`config.mk`:
```
export PLATFORM = sky130hd
export DESIGN_NAME = upd_coh_line
export DESIGN_NICKNAME = d
export VERILOG_FILES = /design/src/rtl/upd_coh_pkg.sv /design/src/rtl/upd_coh_proc_dec.sv /design/src/rtl/upd_coh_snoop.sv /design/src/rtl/upd_coh_line.sv
export SDC_FILE = /design/constraint.sdc
export NUM_CORES = 1
export LEC_CHECK = 0
export BUFFER_PORTS_ARGS = -buffer_cell sky130_fd_sc_hd__buf_2
export CORE_MARGIN = 4
export CORE_UTILIZATION = 50
export DETAILED_ROUTE_END_ITERATION = 16
export GPL_TIMING_DRIVEN = 0
export HOLD_SLACK_MARGIN = 0.15
export PLACE_DENSITY = 0.81
export REMOVE_ABC_BUFFERS = 1
export SLEW_MARGIN = 5
export SYNTH_ARGS = -nofsm -noshare
export SYNTH_HDL_FRONTEND = slang
export SYNTH_SLANG_ARGS = --single-unit
```
`constraint.sdc`:
```
create_clock -name clk -period 6.15 [get_ports clk]
set_input_delay 1.23 -clock clk [delete_from_list [all_inputs] [get_ports clk]]
set_output_delay 1.23 -clock clk [all_outputs]
set_load 0.01 [all_outputs]
```
`src/rtl/upd_coh_pkg.sv`:
```
`timescale 1ns/1ps
package upd_coh_pkg;
  typedef enum logic [1:0] {
    LS_INV    = 2'd0,
    LS_VEXCL  = 2'd1,
    LS_SHARED = 2'd2,
    LS_DIRTY  = 2'd3
  } line_st_e;

  typedef enum logic [1:0] {
    BOP_READ   = 2'd0,
    BOP_WRITE  = 2'd1,
    BOP_UPDATE = 2'd2,
    BOP_NONE   = 2'd3
  } bus_op_e;

  typedef enum logic [1:0] {
    ACT_READ_HIT,
    ACT_WRITE_LOCAL,
    ACT_BUS
  } proc_act_e;

  typedef enum logic [1:0] {
    F_IDLE,
    F_CMD,
    F_WAIT,
    F_RESP
  } fsm_e;
endpackage

```
`src/rtl/upd_coh_proc_dec.sv`:
```
`timescale 1ns/1ps
module upd_coh_proc_dec
  import upd_coh_pkg::*;
(
  input  line_st_e  st,
  input  logic      hit,
  input  logic      is_write,
  input  bus_op_e   done_op,
  input  logic      shared_in,
  output proc_act_e act,
  output bus_op_e   op,
  output line_st_e  fill_st
);
  // Classify a processor request against the current line.
  always_comb begin
    act = ACT_READ_HIT;
    op  = BOP_NONE;
    if (!hit) begin
      act = ACT_BUS;
      op  = is_write ? BOP_WRITE : BOP_READ;
    end else if (is_write) begin
      if (st == LS_SHARED) begin
        act = ACT_BUS;
        op  = BOP_UPDATE;
      end else begin
        act = ACT_WRITE_LOCAL;
      end
    end
  end

  // State taken when a bus transaction of this cache completes.
  always_comb begin
    if (done_op == BOP_UPDATE) fill_st = LS_SHARED;
    else                       fill_st = shared_in ? LS_SHARED : LS_VEXCL;
  end
endmodule

```
`src/rtl/upd_coh_snoop.sv`:
```
`timescale 1ns/1ps
module upd_coh_snoop
  import upd_coh_pkg::*;
#(
  parameter int AW = 16,
  parameter int DW = 32
) (
  input  logic          snp_valid,
  input  logic [1:0]    snp_op,
  input  logic [AW-1:0] snp_addr,
  input  logic [DW-1:0] snp_data,
  input  line_st_e      st,
  input  logic [AW-1:0] tag,
  input  logic [DW-1:0] data,
  output logic          hit,
  output logic          supply,
  output logic          flush,
  output logic [DW-1:0] rdata,
  output logic          upd_en,
  output logic [DW-1:0] nxt_data
);
  always_comb begin
    hit      = snp_valid && (st != LS_INV) && (tag == snp_addr) && (snp_op != BOP_NONE);
    supply   = hit && (snp_op == BOP_READ);
    flush    = supply && (st == LS_DIRTY);
    rdata    = supply ? data : '0;
    upd_en   = hit;
    nxt_data = (snp_op == BOP_READ) ? data : snp_data;
  end
endmodule

```
`src/rtl/upd_coh_line.sv`:
```
`timescale 1ns/1ps
module upd_coh_line
  import upd_coh_pkg::*;
#(
  parameter int AW = 16,
  parameter int DW = 32
) (
  input  logic          clk,
  input  logic          rst_n,
  input  logic          cpu_req_valid,
  output logic          cpu_req_ready,
  input  logic          cpu_req_write,
  input  logic [AW-1:0] cpu_req_addr,
  input  logic [DW-1:0] cpu_req_wdata,
  output logic          cpu_rsp_valid,
  input  logic          cpu_rsp_ready,
  output logic [DW-1:0] cpu_rsp_rdata,
  output logic          bus_cmd_valid,
  input  logic          bus_cmd_ready,
  output logic [1:0]    bus_cmd_op,
  output logic [AW-1:0] bus_cmd_addr,
  output logic [DW-1:0] bus_cmd_data,
  input  logic          bus_done,
  input  logic          bus_shared_in,
  input  logic [DW-1:0] bus_rdata,
  input  logic          snp_valid,
  input  logic [1:0]    snp_op,
  input  logic [AW-1:0] snp_addr,
  input  logic [DW-1:0] snp_data,
  output logic          snp_shared_out,
  output logic          snp_supply,
  output logic          snp_flush,
  output logic [DW-1:0] snp_rdata,
  output logic [1:0]    line_st
);
  fsm_e          fsm;
  line_st_e      st;
  logic [AW-1:0] tag;
  logic [DW-1:0] data;
  logic          req_write;
  logic [AW-1:0] req_addr;
  logic [DW-1:0] req_wdata;
  bus_op_e       pend_op;
  logic [DW-1:0] rsp_data;

  logic          cpu_hit;
  logic          accept;
  logic          own_done;
  proc_act_e     act;
  bus_op_e       dec_op;
  line_st_e      fill_st;
  logic          snp_upd_en;
  logic [DW-1:0] snp_nxt_data;

  assign cpu_hit       = (st != LS_INV) && (tag == cpu_req_addr);
  assign cpu_req_ready = (fsm == F_IDLE) && !snp_valid;
  assign accept        = cpu_req_valid && cpu_req_ready;
  assign own_done      = (fsm == F_WAIT) && bus_done;

  upd_coh_proc_dec u_dec (
    .st        (st),
    .hit       (cpu_hit),
    .is_write  (cpu_req_write),
    .done_op   (pend_op),
    .shared_in (bus_shared_in),
    .act       (act),
    .op        (dec_op),
    .fill_st   (fill_st)
  );

  upd_coh_snoop #(.AW(AW), .DW(DW)) u_snoop (
    .snp_valid (snp_valid),
    .snp_op    (snp_op),
    .snp_addr  (snp_addr),
    .snp_data  (snp_data),
    .st        (st),
    .tag       (tag),
    .data      (data),
    .hit       (snp_shared_out),
    .supply    (snp_supply),
    .flush     (snp_flush),
    .rdata     (snp_rdata),
    .upd_en    (snp_upd_en),
    .nxt_data  (snp_nxt_data)
  );

  always_ff @(posedge clk) begin
    if (!rst_n) begin
      fsm       <= F_IDLE;
      st        <= LS_INV;
      tag       <= '0;
      data      <= '0;
      req_write <= 1'b0;
      req_addr  <= '0;
      req_wdata <= '0;
      pend_op   <= BOP_NONE;
      rsp_data  <= '0;
    end else begin
      // Snoop effect first; own completion below overrides it (never coincide).
      if (snp_upd_en) begin
        st   <= LS_SHARED;
        data <= snp_nxt_data;
      end
      case (fsm)
        F_IDLE: begin
          if (accept) begin
            req_write <= cpu_req_write;
            req_addr  <= cpu_req_addr;
            req_wdata <= cpu_req_wdata;
            case (act)
              ACT_READ_HIT: begin
                rsp_data <= data;
                fsm      <= F_RESP;
              end
              ACT_WRITE_LOCAL: begin
                data     <= cpu_req_wdata;
                st       <= LS_DIRTY;
                rsp_data <= cpu_req_wdata;
                fsm      <= F_RESP;
              end
              default: begin
                pend_op <= dec_op;
                fsm     <= F_CMD;
              end
            endcase
          end
        end
        F_CMD: begin
          if (bus_cmd_ready) fsm <= F_WAIT;
        end
        F_WAIT: begin
          if (own_done) begin
            tag <= req_addr;
            st  <= fill_st;
            if (pend_op == BOP_READ) begin
              data     <= bus_rdata;
              rsp_data <= bus_rdata;
            end else begin
              data     <= req_wdata;
              rsp_data <= req_wdata;
            end
            fsm <= F_RESP;
          end
        end
        default: begin
          if (cpu_rsp_ready) fsm <= F_IDLE;
        end
      endcase
    end
  end

  assign bus_cmd_valid = (fsm == F_CMD);
  assign bus_cmd_op    = pend_op;
  assign bus_cmd_addr  = req_addr;
  assign bus_cmd_data  = req_wdata;
  assign cpu_rsp_valid = (fsm == F_RESP);
  assign cpu_rsp_rdata = rsp_data;
  assign line_st       = st;

  AST_CMD_HOLD: assert property (@(posedge clk) disable iff (!rst_n)
    bus_cmd_valid && !bus_cmd_ready |=> bus_cmd_valid && $stable(bus_cmd_op) && $stable(bus_cmd_addr) && $stable(bus_cmd_data));
  AST_RSP_HOLD: assert property (@(posedge clk) disable iff (!rst_n)
    cpu_rsp_valid && !cpu_rsp_ready |=> cpu_rsp_valid && $stable(cpu_rsp_rdata));
  AST_BUS_SNOOP_EXCL: assert property (@(posedge clk) disable iff (!rst_n)
    !(bus_done && snp_valid));
  AST_SNOOP_FIRST: assert property (@(posedge clk) disable iff (!rst_n)
    snp_valid |-> !cpu_req_ready);
  AST_LOCAL_WRITE_DIRTY: assert property (@(posedge clk) disable iff (!rst_n)
    accept && cpu_req_write && cpu_hit && (st == LS_VEXCL || st == LS_DIRTY)
    |=> line_st == LS_DIRTY && !bus_cmd_valid);
  AST_UPDATE_STAYS_SHARED: assert property (@(posedge clk) disable iff (!rst_n)
    own_done && pend_op == BOP_UPDATE |=> line_st == LS_SHARED);
  AST_READ_FILL_DATA: assert property (@(posedge clk) disable iff (!rst_n)
    own_done && pend_op == BOP_READ |=> cpu_rsp_valid && cpu_rsp_rdata == $past(bus_rdata));
  AST_SNOOP_READ_SHARED: assert property (@(posedge clk) disable iff (!rst_n)
    snp_supply && !bus_done |=> line_st == LS_SHARED);
  AST_FLUSH_DIRTY: assert property (@(posedge clk) disable iff (!rst_n)
    snp_flush |-> snp_supply && line_st == LS_DIRTY);
endmodule

```
==> results of run 1 <==
[cell families after synthesis]
| family | after synthesis | share of synthesized area, % |
|---|---|---|
| compound gates | 214 | 21.2 |
| simple gates | 295 | 19.8 |
| flops | 134 | 39.2 |
| buf+inv | 81 | 5.19 |
| fa+ha+maj | 4 | 0.731 |
| xor+xnor | 33 | 4.22 |
| mux | 66 | 9.65 |
[path summary, 6_finish.rpt]
path | start | end | slack, ns | cells after the start
setup reg to reg | tag[13] | data[3] | 2.60 | 7
hold reg to reg | cpu_rsp_rdata[10] | cpu_rsp_rdata[10] | 0.46 | 1
hold / removal | cpu_rsp_rdata[10] | cpu_rsp_rdata[10] | 0.46 | 1
setup / recovery | snp_addr[12] | snp_rdata[18] | 1.37 | 8
[through the flow]
stage	power, mW	setup TNS (ns)
5_1_grt	2.58	0
3_3_place_gp	1.48	-68.01
2_1_floorplan	1.28	0
3_5_place_dp	1.50	0
4_1_cts	2.47	0
6_report	2.47	0
[layer usage]
| metal | share of wire [%] | routed length [um] |
|---|---|---|
| met1 | 39 | 9110 |
| met2 | 48 | 11100 |
| met3 | 8.7 | 2000 |
| met4 | 3.9 | 905 |
| met5 | 0.030 | 7 |
[final cells by class]
class,instances,area (sq um)
multi-input cells,612,3860
clock inverters,4,70.1
flip-flops and latches,134,2680
clock buffers,26,489
well taps,176,220
inverters,7,28.8
repair buffers,273,1570
fillers,1143,4430
[state kept, by name, indices dropped and copies added (netlist names)]
name / cells
bus_cmd_data: 32
cpu_rsp_rdata: 32
data: 32
bus_cmd_addr: 16
tag: 16
bus_cmd_op: 2
fsm: 2
line_st: 2
[synth_stat cells (10+ instances only)]
| master | instances | area, sq um |
|---|---|---|
| or3_1 | 31 | 194 |
| buf_4 | 10 | 75.1 |
| dfxtp_1 | 134 | 2680 |
| and2_1 | 35 | 219 |
| nand2_1 | 137 | 514 |
| xnor2_1 | 21 | 184 |
| a21oi_1 | 68 | 340 |
| clkbuf_1 | 48 | 180 |
| a31oi_1 | 36 | 225 |
| buf_2 | 10 | 50.1 |
| mux2i_1 | 66 | 661 |
| a32o_1 | 31 | 310 |
| xor2_1 | 12 | 105 |
| a32oi_1 | 30 | 263 |
| o22ai_1 | 34 | 213 |
| nor2_1 | 69 | 259 |
[power by group]
group	switching (mW)	internal [mW]	total, mW	leakage (nW)
Combinational	0.335	0.208	0.543	2.35
Clock	0.351	0.624	0.975	0.274
Sequential	0.0359	0.913	0.949	1.08
Total	0.722	1.74	2.47	3.71
==> flow_summary.yaml, run 1 <==
critical_path:
  crit_chain: "buf_2 -> xor2_1 -> nor4_1 -> nand4_1 -> nor4_4 -> buf_8 -> and2_1 -> buf_2"
  path_delay_family: "simple AND/OR/NAND/NOR gates"
  crit_type: "in -> out"
  slowest_delay_ns: 0.69
  cp_common_cell: "buf_2"
  worstPathMaxFanout: 16
  arrival_ns: 3.55
  cp-end-kind: "output pin"
  critPathSlowestCell: "nor4_4"
  crit_buf_inv: 3
  critPathRequiredTime_ns: 4.92
  crit_path_start_kind: "primary input"
floorplanning:
  die_area_sq_um: 15600
  ios: 261
  die_h_um: 125
  die_w_um: 125
  initial_core_util_pct: 51.3
  coreArea_sq_um: 13300
  fp-row-count: 42
global_route:
  grt-ovfl-total: 0
  antenna_found_initial: 1
  grt_pass1_vias: 6936
  grt_usage_pct: 28.0
  gr-max-usage-layer: "met2"
  grt_use_met3_pct: 6.44
  use_met1_pct: 35.2
  grt_first_pass_wirelength_mm: 36.1
  grt_max_degree: 94
  use_met2_pct: 46.2
drt:
  post_drt_wl_per_cell_um: 18.7
  vias: 7347
  wl_mm: 23.1
  dr.pass1.iters: 6
  drtAntennaViolNets: 0
  drc_errors: 0
  vias_per_cell: 5.96
  drt_iter0_markers: 765
clock_network:
  numCtsBuffers: 17
  post_cts_buffers: 0
  insertion_delay_ns: 0.41
  cts_tree: "done"
  cts.sinks: 134
  htree_levels: 4
  clk_pin_slew_worst_paths_ns: 0.06
  clockBufferDepth: 2
  hold_buffers: 0
  cts_resized: 0
  root_buffer: "clkbuf_16"
power_and_ir_drop:
  cellPowerDensity_nw_per_um2: 277
  ir_drop_mv: 0.186
  leakagePower_nw: 3.71
final_layout:
  fin_nets: 1188
  diodes: 0
  final_area_sq_um: 8920
  drive_gt1_share_pct: 29.6
  instances_no_fill: 1232
  syn_to_final_growth_pct: 30.2
  utilization_pct: 66.8
  final_cell_mix: "260 x buf_2, 135 x nand2_1, 134 x dfxtp_1"
  final_common_cell: "buf_2"
placed_design:
  hpwl_mm: 15.6
  dp_cells: 1202
  gp_congestion: 0.844
  place_ws_ns: 1.47
  io_buffers: 260
  placed_area_sq_um: 8360
run:
  drv_cap: 0
sta:
  slew_headroom_pct: 36.4
  finalClockSkew_ns: 0.00745
  holdWs_ns: 0.456
  fin_crit_ns: 4.78
  fmax_mhz: 209
  hold_viol: 0
  rsz0062_at_grt: "no"
  setup_viol: 0
  worstMarginPinSlew_ns: 0.947
  finalMaxSlewViolations: 0
  setup_ws_ns: 1.37
  period_share_pct: 77.7
synth:
  synthArstFlopShare_pct: 0
  synth_edf_count: 0
  synth_top_flop_cell: "dfxtp_1"
  syn_inst: 827
  seq_area_frac_synth_pct: 39.2
  yosysWarnings: 0
  synth_seq_cells: 134
  ys_types: 41
  syn-cell-area_sq_um: 6850
  avgSynthCellArea_sq_um: 8.28
outcome:
  outcome: "finished, final reports clean"
min_path:
  hold_class: "reg -> reg"
No activity file was read; power rests on OpenSTA's default activity.
==> run 2: changes to the inputs <==
--- a/config.mk
+++ b/config.mk
@@ -7,11 +7,11 @@
 export LEC_CHECK = 0
 export BUFFER_PORTS_ARGS = -buffer_cell sky130_fd_sc_hd__buf_2
 export CORE_MARGIN = 4
-export CORE_UTILIZATION = 50
+export CORE_UTILIZATION = 45
 export DETAILED_ROUTE_END_ITERATION = 16
 export GPL_TIMING_DRIVEN = 0
 export HOLD_SLACK_MARGIN = 0.15
-export PLACE_DENSITY = 0.81
+export PLACE_DENSITY = 0.77
 export REMOVE_ABC_BUFFERS = 1
 export SLEW_MARGIN = 5
 export SYNTH_ARGS = -nofsm -noshare
==> constraint.sdc (replaced) <==
create_clock -name clk -period 3.9 [get_ports clk]
set_input_delay 0.78 -clock clk [delete_from_list [all_inputs] [get_ports clk]]
set_output_delay 0.78 -clock clk [all_outputs]
set_load 0.01 [all_outputs]
==> run 2 against run 1 <==
Non-clock buffer count grew 5; global-route usage shrank 2.6 points; utilization shrank 5.2 points.
==> flow_summary.yaml, run 2 (synthesis gave the netlist of run 1 again) <==
clock_network:
  cts.sinks: 134
  root_buffer: "clkbuf_16"
  numCtsBuffers: 17
  insertion_delay_ns: 0.41
  htree_levels: 4
  hold_buffers: 0
  clockBufferDepth: 2
  cts_tree: "done"
  clk_pin_slew_worst_paths_ns: 0.06
sta:
  finalMaxSlewViolations: 0
  rsz0062_at_grt: "no"
  hold_viol: 0
  holdWs_ns: 0.459
  worstMarginPinSlew_ns: 0.902
  fin_crit_ns: 3.56
  fin_tns_setup_ns: 0
  period_share_pct: 91.4
  setup_viol: 0
  fmax_mhz: 281
  slew_headroom_pct: 39.8
  finalClockSkew_ns: 0.00702
floorplanning:
  die_area_sq_um: 17300
  coreArea_sq_um: 14700
  ios: 261
  initial_core_util_pct: 46.6
  die_h_um: 131
  die_w_um: 131
  fp-row-count: 44
global_route:
  grt_max_degree: 96
  grt_first_pass_wirelength_mm: 36.2
  grt_usage_pct: 25.4
  grt_pass1_vias: 6808
  antenna_found_initial: 0
  grt-ovfl-total: 0
critical_path:
  crit_buf_inv: 4
  crit_type: "in -> out"
  arrival_ns: 2.78
  crit_path_start_kind: "primary input"
  path_delay_family: "simple AND/OR/NAND/NOR gates"
  crit_chain: "buf_2 -> xor2_1 -> nor4_1 -> nand4_1 -> nor4_4 -> buf_4 -> buf_6 -> and2_1 -> buf_2"
  cp-end-kind: "output pin"
  critPathRequiredTime_ns: 3.12
  worstPathMaxFanout: 13
  cp_common_cell: "buf_2"
  slowest_delay_ns: 0.42
  critPathSlowestCell: "nor4_1"
final_layout:
  final_common_cell: "buf_2"
  syn_to_final_growth_pct: 32.3
  final_cell_mix: "260 x buf_2, 135 x nand2_1, 134 x dfxtp_1"
  final_area_sq_um: 9060
  fin_nets: 1193
  diodes: 0
  utilization_pct: 61.6
  drive_gt1_share_pct: 30.4
  n_fill_cell: 1296
drt:
  drc_errors: 0
  drt_iter0_markers: 628
  vias: 7199
  wl_mm: 23.0
  vias_per_cell: 5.78
  drtAntennaViolNets: 0
  dr.pass1.iters: 6
  post_drt_wl_per_cell_um: 18.5
power_and_ir_drop:
  ir_drop_mv: 0.283
  cellPowerDensity_nw_per_um2: 459
  total_power_mw: 4.15
  leakagePower_nw: 3.79
placed_design:
  placed_area_sq_um: 8350
  gp_congestion: 0.846
  io_buffers: 260
  hpwl_mm: 15.5
outcome:
  outcome: "finished, final reports clean"
run:
  drv_cap: 0
min_path:
  hold_class: "reg -> reg"
run 2: power breakdown:
group	internal (mW)	switching, mW	total (mW)	leakage [nW]
Clock	1.22	0.588	1.80	0.325
Sequential	1.44	0.0541	1.49	1.08
Combinational	0.330	0.528	0.858	2.38
Total	2.98	1.17	4.15	3.79
run 2: metrics by stage:
stage | std cells | worst slack, ns
floorplan | 753 | -0.980
global placement | 1197 | -3.40
detailed placement | 1211 | -0.107
CTS | 1242 | 0.0620
global route | 1246 | 0.169
finish | 1246 | 0.336
run 2: layout make-up:
type	count	area (sq um)	area share, %
Clock buffer	23	498	5.50
Clock inverter	8	168	1.85
Inverter	7	28.8	0.318
Multi-Input combinational cell	612	3860	42.6
Sequential cell	134	2680	29.6
Tap cell	184	230	2.54
Timing Repair Buffer	278	1600	17.6
run 2: routing by layer:
layer | share of wire, % | up-vias | routed length, um | global-route usage (%)
met3 | 6.8 | 62 | 1570 | 5.81
met5 | 0 | - | 0 | 0
li1 | - | 3430 | - | -
met2 | 48 | 323 | 11100 | 42.9
met1 | 42 | 3384 | 9570 | 31.3
met4 | 3.2 | 0 | 743 | 10.7
run 2: worst paths after layout:
kind                          from          endpoint  slack (ns)  cells after the start
hold / removal    cpu_rsp_rdata[0]  cpu_rsp_rdata[0]        0.46                      1
setup reg to reg            tag[3]          data[31]        0.48                      6
setup / recovery      snp_addr[12]     snp_rdata[15]        0.34                      9
hold reg to reg   cpu_rsp_rdata[0]  cpu_rsp_rdata[0]        0.46                      1
run 2: timing repair:
action | CTS | global route
resized for setup | 1 | 0
buffers inserted | 0 | 3
setup endpoints to repair | 31 | 23
pin swaps | 0 | 1
